<file path="src/rtl/amo_pkg.sv">
package amo_pkg;
  localparam int OP_W = 3;

  typedef enum logic [OP_W-1:0] {
    OP_LOAD  = 3'd0,
    OP_STORE = 3'd1,
    OP_SWAP  = 3'd2,
    OP_TAS   = 3'd3,
    OP_FINC  = 3'd4,
    OP_LL    = 3'd5,
    OP_SC    = 3'd6,
    OP_RSVD  = 3'd7
  } amo_op_e;

  typedef enum logic {
    ST_IDLE = 1'b0,
    ST_EXEC = 1'b1
  } amo_state_e;
endpackage

</file>
<file path="src/rtl/amo_rr_arb.sv">
module amo_rr_arb #(
  parameter int N_REQ = 4,
  localparam int IDX_W = (N_REQ > 1) ? $clog2(N_REQ) : 1
) (
  input  logic             clk,
  input  logic             rst_n,
  input  logic [N_REQ-1:0] req,
  input  logic             adv,
  output logic             gnt_vld,
  output logic [IDX_W-1:0] gnt_idx
);
  logic [IDX_W-1:0] last_q, last_d;

  // search upward from the slot after the last one served
  always_comb begin
    gnt_vld = 1'b0;
    gnt_idx = last_q;
    for (int k = 1; k <= N_REQ; k++) begin
      if (!gnt_vld && req[(int'(last_q) + k) % N_REQ]) begin
        gnt_vld = 1'b1;
        gnt_idx = IDX_W'((int'(last_q) + k) % N_REQ);
      end
    end
  end

  always_comb begin
    last_d = last_q;
    if (adv) last_d = gnt_idx;
  end

  always_ff @(posedge clk or negedge rst_n) begin
    if (!rst_n) last_q <= IDX_W'(N_REQ - 1);
    else        last_q <= last_d;
  end
endmodule

</file>
<file path="src/rtl/amo_alu.sv">
module amo_alu
  import amo_pkg::*;
#(
  parameter int DATA_W = 32
) (
  input  amo_op_e           op,
  input  logic [DATA_W-1:0] rd_word,
  input  logic [DATA_W-1:0] wdata,
  input  logic              sc_ok,
  output logic              we,
  output logic [DATA_W-1:0] wr_val,
  output logic [DATA_W-1:0] result
);
  always_comb begin
    we     = 1'b0;
    wr_val = wdata;
    result = rd_word;
    case (op)
      OP_STORE: begin
        we     = 1'b1;
        result = '0;
      end
      OP_SWAP: we = 1'b1;
      OP_TAS: begin
        we     = (rd_word == '0);
        wr_val = DATA_W'(1);
      end
      OP_FINC: begin
        we     = 1'b1;
        wr_val = rd_word + DATA_W'(1);
      end
      OP_SC: begin
        we     = sc_ok;
        result = sc_ok ? DATA_W'(1) : '0;
      end
      default: ;  // load, linked load, reserved: read only
    endcase
  end
endmodule

</file>
<file path="src/rtl/amo_resv_table.sv">
module amo_resv_table
  import amo_pkg::*;
#(
  parameter int N_REQ  = 4,
  parameter int ADDR_W = 4,
  localparam int IDX_W = (N_REQ > 1) ? $clog2(N_REQ) : 1
) (
  input  logic                    clk,
  input  logic                    rst_n,
  input  logic                    exec,
  input  logic [IDX_W-1:0]        req_idx,
  input  amo_op_e                 op,
  input  logic [ADDR_W-1:0]       addr,
  input  logic                    wr_en,
  output logic                    sc_ok,
  output logic [N_REQ-1:0]        resv_vld,
  output logic [ADDR_W*N_REQ-1:0] resv_addr
);
  for (genvar g = 0; g < N_REQ; g++) begin : g_slot
    logic              vld_q, vld_d;
    logic [ADDR_W-1:0] adr_q, adr_d;
    logic              own;

    assign own = exec && (req_idx == IDX_W'(g));

    always_comb begin
      vld_d = vld_q;
      adr_d = adr_q;
      if (wr_en && (adr_q == addr)) vld_d = 1'b0;
      if (own && (op == OP_LL)) begin
        vld_d = 1'b1;
        adr_d = addr;
      end
      if (own && (op == OP_SC)) vld_d = 1'b0;
    end

    always_ff @(posedge clk or negedge rst_n) begin
      if (!rst_n) begin
        vld_q <= 1'b0;
        adr_q <= '0;
      end else begin
        vld_q <= vld_d;
        adr_q <= adr_d;
      end
    end

    assign resv_vld[g]                       = vld_q;
    assign resv_addr[g*ADDR_W +: ADDR_W]     = adr_q;
  end

  assign sc_ok = resv_vld[req_idx] &&
                 (resv_addr[int'(req_idx)*ADDR_W +: ADDR_W] == addr);
endmodule

</file>
<file path="src/rtl/amo_unit.sv">
module amo_unit
  import amo_pkg::*;
#(
  parameter int N_REQ  = 4,
  parameter int ADDR_W = 4,
  parameter int DATA_W = 32
) (
  input  logic                    clk,
  input  logic                    rst_n,
  input  logic [N_REQ-1:0]        req_valid,
  input  logic [OP_W*N_REQ-1:0]   req_op,
  input  logic [ADDR_W*N_REQ-1:0] req_addr,
  input  logic [DATA_W*N_REQ-1:0] req_wdata,
  output logic [N_REQ-1:0]        rsp_valid,
  output logic [DATA_W-1:0]       rsp_data
);
  localparam int DEPTH = 1 << ADDR_W;
  localparam int IDX_W = (N_REQ > 1) ? $clog2(N_REQ) : 1;

  amo_state_e        state_q, state_d;
  logic [IDX_W-1:0]  owner_q;
  amo_op_e           op_q;
  logic [ADDR_W-1:0] addr_q;
  logic [DATA_W-1:0] wdata_q;
  logic [N_REQ-1:0]  rsp_vld_q, rsp_vld_d;
  logic [DATA_W-1:0] rsp_data_q;
  logic [DATA_W-1:0] mem_q [DEPTH];

  logic [N_REQ-1:0]  req_elig;
  logic              gnt_vld;
  logic [IDX_W-1:0]  gnt_idx;
  logic              cap_en;
  logic              exec_w;
  logic [DATA_W-1:0] rd_word;
  logic              alu_we;
  logic [DATA_W-1:0] alu_wval;
  logic [DATA_W-1:0] alu_res;
  logic              mem_we;
  logic              sc_ok;
  logic [N_REQ-1:0]        resv_vld;
  logic [ADDR_W*N_REQ-1:0] resv_addr;

  // a requester is not re-taken in the cycle its answer is shown
  assign req_elig = req_valid & ~rsp_vld_q;
  assign cap_en   = (state_q == ST_IDLE) && gnt_vld;
  assign exec_w   = (state_q == ST_EXEC);
  assign rd_word  = mem_q[addr_q];
  assign mem_we   = exec_w && alu_we;

  amo_rr_arb #(.N_REQ(N_REQ)) u_arb (
    .clk     (clk),
    .rst_n   (rst_n),
    .req     (req_elig),
    .adv     (cap_en),
    .gnt_vld (gnt_vld),
    .gnt_idx (gnt_idx)
  );

  amo_alu #(.DATA_W(DATA_W)) u_alu (
    .op      (op_q),
    .rd_word (rd_word),
    .wdata   (wdata_q),
    .sc_ok   (sc_ok),
    .we      (alu_we),
    .wr_val  (alu_wval),
    .result  (alu_res)
  );

  amo_resv_table #(.N_REQ(N_REQ), .ADDR_W(ADDR_W)) u_resv (
    .clk       (clk),
    .rst_n     (rst_n),
    .exec      (exec_w),
    .req_idx   (owner_q),
    .op        (op_q),
    .addr      (addr_q),
    .wr_en     (mem_we),
    .sc_ok     (sc_ok),
    .resv_vld  (resv_vld),
    .resv_addr (resv_addr)
  );

  always_comb begin
    state_d   = state_q;
    rsp_vld_d = '0;
    case (state_q)
      ST_IDLE: if (gnt_vld) state_d = ST_EXEC;
      ST_EXEC: begin
        rsp_vld_d[owner_q] = 1'b1;
        state_d            = ST_IDLE;
      end
      default: state_d = ST_IDLE;
    endcase
  end

  always_ff @(posedge clk or negedge rst_n) begin
    if (!rst_n) begin
      state_q   <= ST_IDLE;
      rsp_vld_q <= '0;
    end else begin
      state_q   <= state_d;
      rsp_vld_q <= rsp_vld_d;
    end
  end

  always_ff @(posedge clk or negedge rst_n) begin
    if (!rst_n) begin
      owner_q <= '0;
      op_q    <= OP_LOAD;
      addr_q  <= '0;
      wdata_q <= '0;
    end else if (cap_en) begin
      owner_q <= gnt_idx;
      op_q    <= amo_op_e'(req_op[int'(gnt_idx)*OP_W +: OP_W]);
      addr_q  <= req_addr[int'(gnt_idx)*ADDR_W +: ADDR_W];
      wdata_q <= req_wdata[int'(gnt_idx)*DATA_W +: DATA_W];
    end
  end

  always_ff @(posedge clk or negedge rst_n) begin
    if (!rst_n)      rsp_data_q <= '0;
    else if (exec_w) rsp_data_q <= alu_res;
  end

  always_ff @(posedge clk or negedge rst_n) begin
    if (!rst_n) begin
      for (int w = 0; w < DEPTH; w++) mem_q[w] <= '0;
    end else if (mem_we) begin
      mem_q[addr_q] <= alu_wval;
    end
  end

  assign rsp_valid = rsp_vld_q;
  assign rsp_data  = rsp_data_q;
endmodule

</file>
<file path="config.mk">
export PLATFORM = sky130hd
export DESIGN_NAME = amo_unit
export DESIGN_NICKNAME = d
export VERILOG_FILES = /design/src/rtl/amo_pkg.sv /design/src/rtl/amo_rr_arb.sv /design/src/rtl/amo_alu.sv /design/src/rtl/amo_resv_table.sv /design/src/rtl/amo_unit.sv
export SDC_FILE = /design/constraint.sdc
export NUM_CORES = 1
export LEC_CHECK = 0
export BUFFER_PORTS_ARGS = -buffer_cell sky130_fd_sc_hd__buf_2
export CORE_ASPECT_RATIO = 0.9
export CORE_MARGIN = 8
export CORE_UTILIZATION = 55
export CTS_CLUSTER_DIAMETER = 50
export CTS_CLUSTER_SIZE = 10
export DETAILED_ROUTE_END_ITERATION = 16
export PLACE_DENSITY = 0.73
export SLEW_MARGIN = 20
export SYNTH_ARGS = -nofsm -noshare
export SYNTH_HDL_FRONTEND = slang
export SYNTH_SLANG_ARGS = --single-unit
</file>
<file path="constraint.sdc">
create_clock -name clk -period 4.98 [get_ports clk]
set_input_delay 0.747 -clock clk [delete_from_list [all_inputs] [get_ports clk]]
set_output_delay 0.747 -clock clk [all_outputs]
set_load 0.01 [all_outputs]
</file>
==> insert_results.sql <==
INSERT INTO impl_metrics (metric_group, metric, value, unit) VALUES
('status', 'status', 'finished, final reports clean', ''),
('timing', 'setup_viol', '0', ''),
('synthesis', 'ys_ff_latch', '612', ''),
('floorplan', 'placement_rows', '84', ''),
('clocking', 'htreeDepth', '3', ''),
('global_routing', 'antenna_found_initial', '0', ''),
('clocking', 'insertion_delay', '0.62', 'ns'),
('setup_path', 'worstPathArrival', '5.25', 'ns'),
('route', 'final_antenna_net_count', '0', ''),
('route', 'drc_errors', '0', ''),
('synthesis', 'mappedNetlistNets', '2658', ''),
('global_routing', 'first_global_vias', '23210', ''),
('route', 'number_of_optimization_iterations_in_the_first_detailed_route_pass', '6', ''),
('synthesis', 'ys.flop_type', 'sky130_fd_sc_hd__dfrtp_1', ''),
('global_routing', 'pin_count_of_the_biggest_net_entering_global_routing', '129', ''),
('setup_path', 'crit_type', 'register to register', ''),
('cells_and_area', 'drive_gt1_share', '36.77', '%'),
('synthesis', 'synth_top_cell_area_share', '47.41', '%'),
('synthesis', 'ys_types', '68', ''),
('clocking', 'postCtsHoldBufs', '0', ''),
('route', 'first_iter_violations', '2374', ''),
('synthesis', 'yosysSeqAreaShare', '47.57', '%'),
('clocking', 'cts.root.buffer_cell', 'sky130_fd_sc_hd__clkbuf_16', ''),
('setup_path', 'critical_path_cell_by_cell', 'buf_12, mux4_1, nand2_1, nand4_1, nor4b_2, nand4_1, or4_2, buf_12, a21oi_4, buf_12, mux2_2', ''),
('timing', 'final.period_utilization', '95.56', '%'),
('power_and_ir_drop', 'vdd_ir_drop_max', '0.0006068', 'V'),
('synthesis', 'combined_area_of_all_synthesized_cells', '32200', 'sq um'),
('timing', 'highest_achievable_clock_rate', '0.2101', 'GHz'),
('route', 'drt_wl_total', '91.81', 'mm'),
('timing', 'finalMaxSlewViolations', '0', ''),
('synthesis', 'synthesis.area_per_instance', '12.91', 'sq um'),
('setup_path', 'cpMaxStageDelayCell', 'sky130_fd_sc_hd__or4_2', ''),
('timing', 'worst_slew_margin_rel', '22.45', '%'),
('global_routing', 'grt_usage', '26.99', '%'),
('setup_path', 'slowest_delay', '0.73', 'ns'),
('hold_path', 'worstHoldPathType', 'input port to async pin', ''),
('clocking', 'cts_tree', 'built', ''),
('timing', 'finalWorstPathRequiredPeriod', '4.759', 'ns'),
('cells_and_area', 'finalNetCount', '2867', ''),
('floorplan', 'ios', '198', ''),
('synthesis', 'yosys_warnings', '0', ''),
('floorplan', 'die-area', '66550', 'sq um'),
('place', 'dp_hpwl', '61.31', 'mm'),
('clocking', 'post_cts_resize_count', '0', ''),
('cells_and_area', 'mostFrequentLayoutCells', 'sky130_fd_sc_hd__dfrtp_1 (608), sky130_fd_sc_hd__nand2_1 (330), sky130_fd_sc_hd__mux2_4 (284)', ''),
('timing', 'timing.final.ws_setup', '0.2210', 'ns'),
('cells_and_area', 'diode_count', '0', ''),
('cells_and_area', 'mostFrequentLayoutCell', 'sky130_fd_sc_hd__dfrtp_1', ''),
('floorplan', 'initial_core_util', '55.40', '%'),
('timing', 'timing.clock.skew', '0.03116', 'ns'),
('floorplan', 'die_w', '271.0', 'um'),
('setup_path', 'timing.critical_path.max_delay_family', 'simple AND/OR/NAND/NOR gates', ''),
('setup_path', 'required', '5.47', 'ns'),
('place', 'post-place-ws', '0.3171', 'ns'),
('timing', 'finalHoldViolations', '0', ''),
('timing', 'rsz_0062_raised_after_global_routing', 'false', ''),
('synthesis', 'post-synth-top-area-cell', 'sky130_fd_sc_hd__dfrtp_1', ''),
('run', 'max_cap_viol_count', '0', ''),
('place', 'port_buffers', '197', ''),
('global_routing', 'overflow', '0', ''),
('synthesis', 'netlist_top_cells_area', 'sky130_fd_sc_hd__dfrtp_1 (47%), sky130_fd_sc_hd__mux2_4 (13%), sky130_fd_sc_hd__mux4_2 (6.9%), sky130_fd_sc_hd__mux2_2 (5.2%), sky130_fd_sc_hd__nand2_1 (3.9%)', ''),
('setup_path', 'critical_path.max_fanout', '39', ''),
('route', 'detail_route.wl_per_cell', '26.26', 'um'),
('floorplan', 'core-area', '58120', 'sq um'),
('clocking', 'tritoncts_num_sinks', '612', ''),
('clocking', 'clockBufferDepth', '3', ''),
('setup_path', 'crit_top_cell', 'sky130_fd_sc_hd__buf_12', ''),
('setup_path', 'kind_of_start_point_of_the_critical_path', 'register', ''),
('route', 'vias_per_cell', '6.475', ''),
('synthesis', 'synth_enable_flop_cells', '0', ''),
('clocking', 'post-cts-setup-buffer-count', '0', '');
[logic make-up (layout without fill, tap and decap cells)]
logic type | count (synthesis) | count (layout) | synth area share, %
XOR/XNOR | 31 | 31 | 0.8433
AO/OA/AOI/OAI | 370 | 370 | 8.821
AND/OR/NAND/NOR | 621 | 621 | 8.662
flip-flops | 612 | 612 | 47.57
multiplexers | 571 | 571 | 28.32
buffers and inverters | 287 | 515 | 5.701
adder cells (fa/ha/maj) | 2 | 2 | 0.07771
[final timing paths]
path	slack [ns]	end	from	cells after the start
hold / removal	0.17	mem_q[115]	rst_n	1
hold reg to reg	0.48	wdata_q[25]	wdata_q[25]	2
setup reg to reg	0.22	mem_q[130]	addr_q[0]	11
min in group clk	0.48	wdata_q[0]	req_wdata[32]	5
setup / recovery	0.22	mem_q[130]	addr_q[0]	11
max in group asynchronous	3.54	addr_q[0]	rst_n	2
[per-stage QoR]
stage | utilization (%) | std cells | power (mW) | hold slack, ns | cell area [sq um]
4_1_cts | 62.17 | 3496 | 24.63 | 0.1905 | 36130
6_report | 62.18 | 3496 | 24.84 | 0.1686 | 36140
5_1_grt | 62.18 | 3496 | 25.96 | 0.2198 | 36140
3_5_place_dp | 58.74 | 3403 | 19.84 | 0.4691 | 34140
2_1_floorplan | - | 2494 | 15.95 | 0.4418 | 32200
3_3_place_gp | 58.74 | 3403 | 19.40 | 0.4655 | 34140
[report_power, final]
group	switching (mW)	internal [mW]	leakage, nW
clock	2.03	2.67	0.971
combinational	6.74	5.19	7.67
sequential	1.31	6.90	8.06
[layout make-up]
cell class,instances,area [sq um]
Fill cell,4267,21980
Sequential cell,612,15320
Multi-Input combinational cell,1595,15120
Timing Repair Buffer,332,2397
Clock buffer,85,1892
Tap cell,774,968.4
Inverter,90,337.8
Clock inverter,8,101.3
[registers in the layout, indices dropped and copies added, names as in the netlist]
register / flops
wdata_q: 32
owner_q: 2
u_resv.g_slot.adr_q: 16
op_q: 3
u_resv.g_slot.vld_q: 4
mem_q: 512
u_arb.last_q: 2
exec_w: 1
addr_q: 4
rsp_data: 32
rsp_valid: 4
[cell usage after synthesis, drive strengths merged, types with 9 or more instances]
cell type / instances
dfrtp: 610
mux2: 434
nand2: 334
mux4: 133
o21ai: 121
clkbuf: 110
nor2: 100
inv: 90
buf: 87
a32oi: 81
nand3: 68
a22o: 40
a22oi: 39
nand4: 26
xnor2: 26
a211oi: 23
a21oi: 21
nor3: 19
a2bb2oi: 16
and4: 13
and2: 10
nor4: 10
o2bb2ai: 9
or4: 9
[routing by layer]
metal / global-route usage (%) / vias to the layer above / wire length, um
met5: 0 / - / 0
met2: 41.65 / 1185 / 42380
met4: 10.40 / 0 / 3851
met3: 7.164 / 258 / 8546
met1: 36.52 / 11690 / 37030
li1: - / 9504 / -
Note: power is estimated with default switching activity, not from simulation.
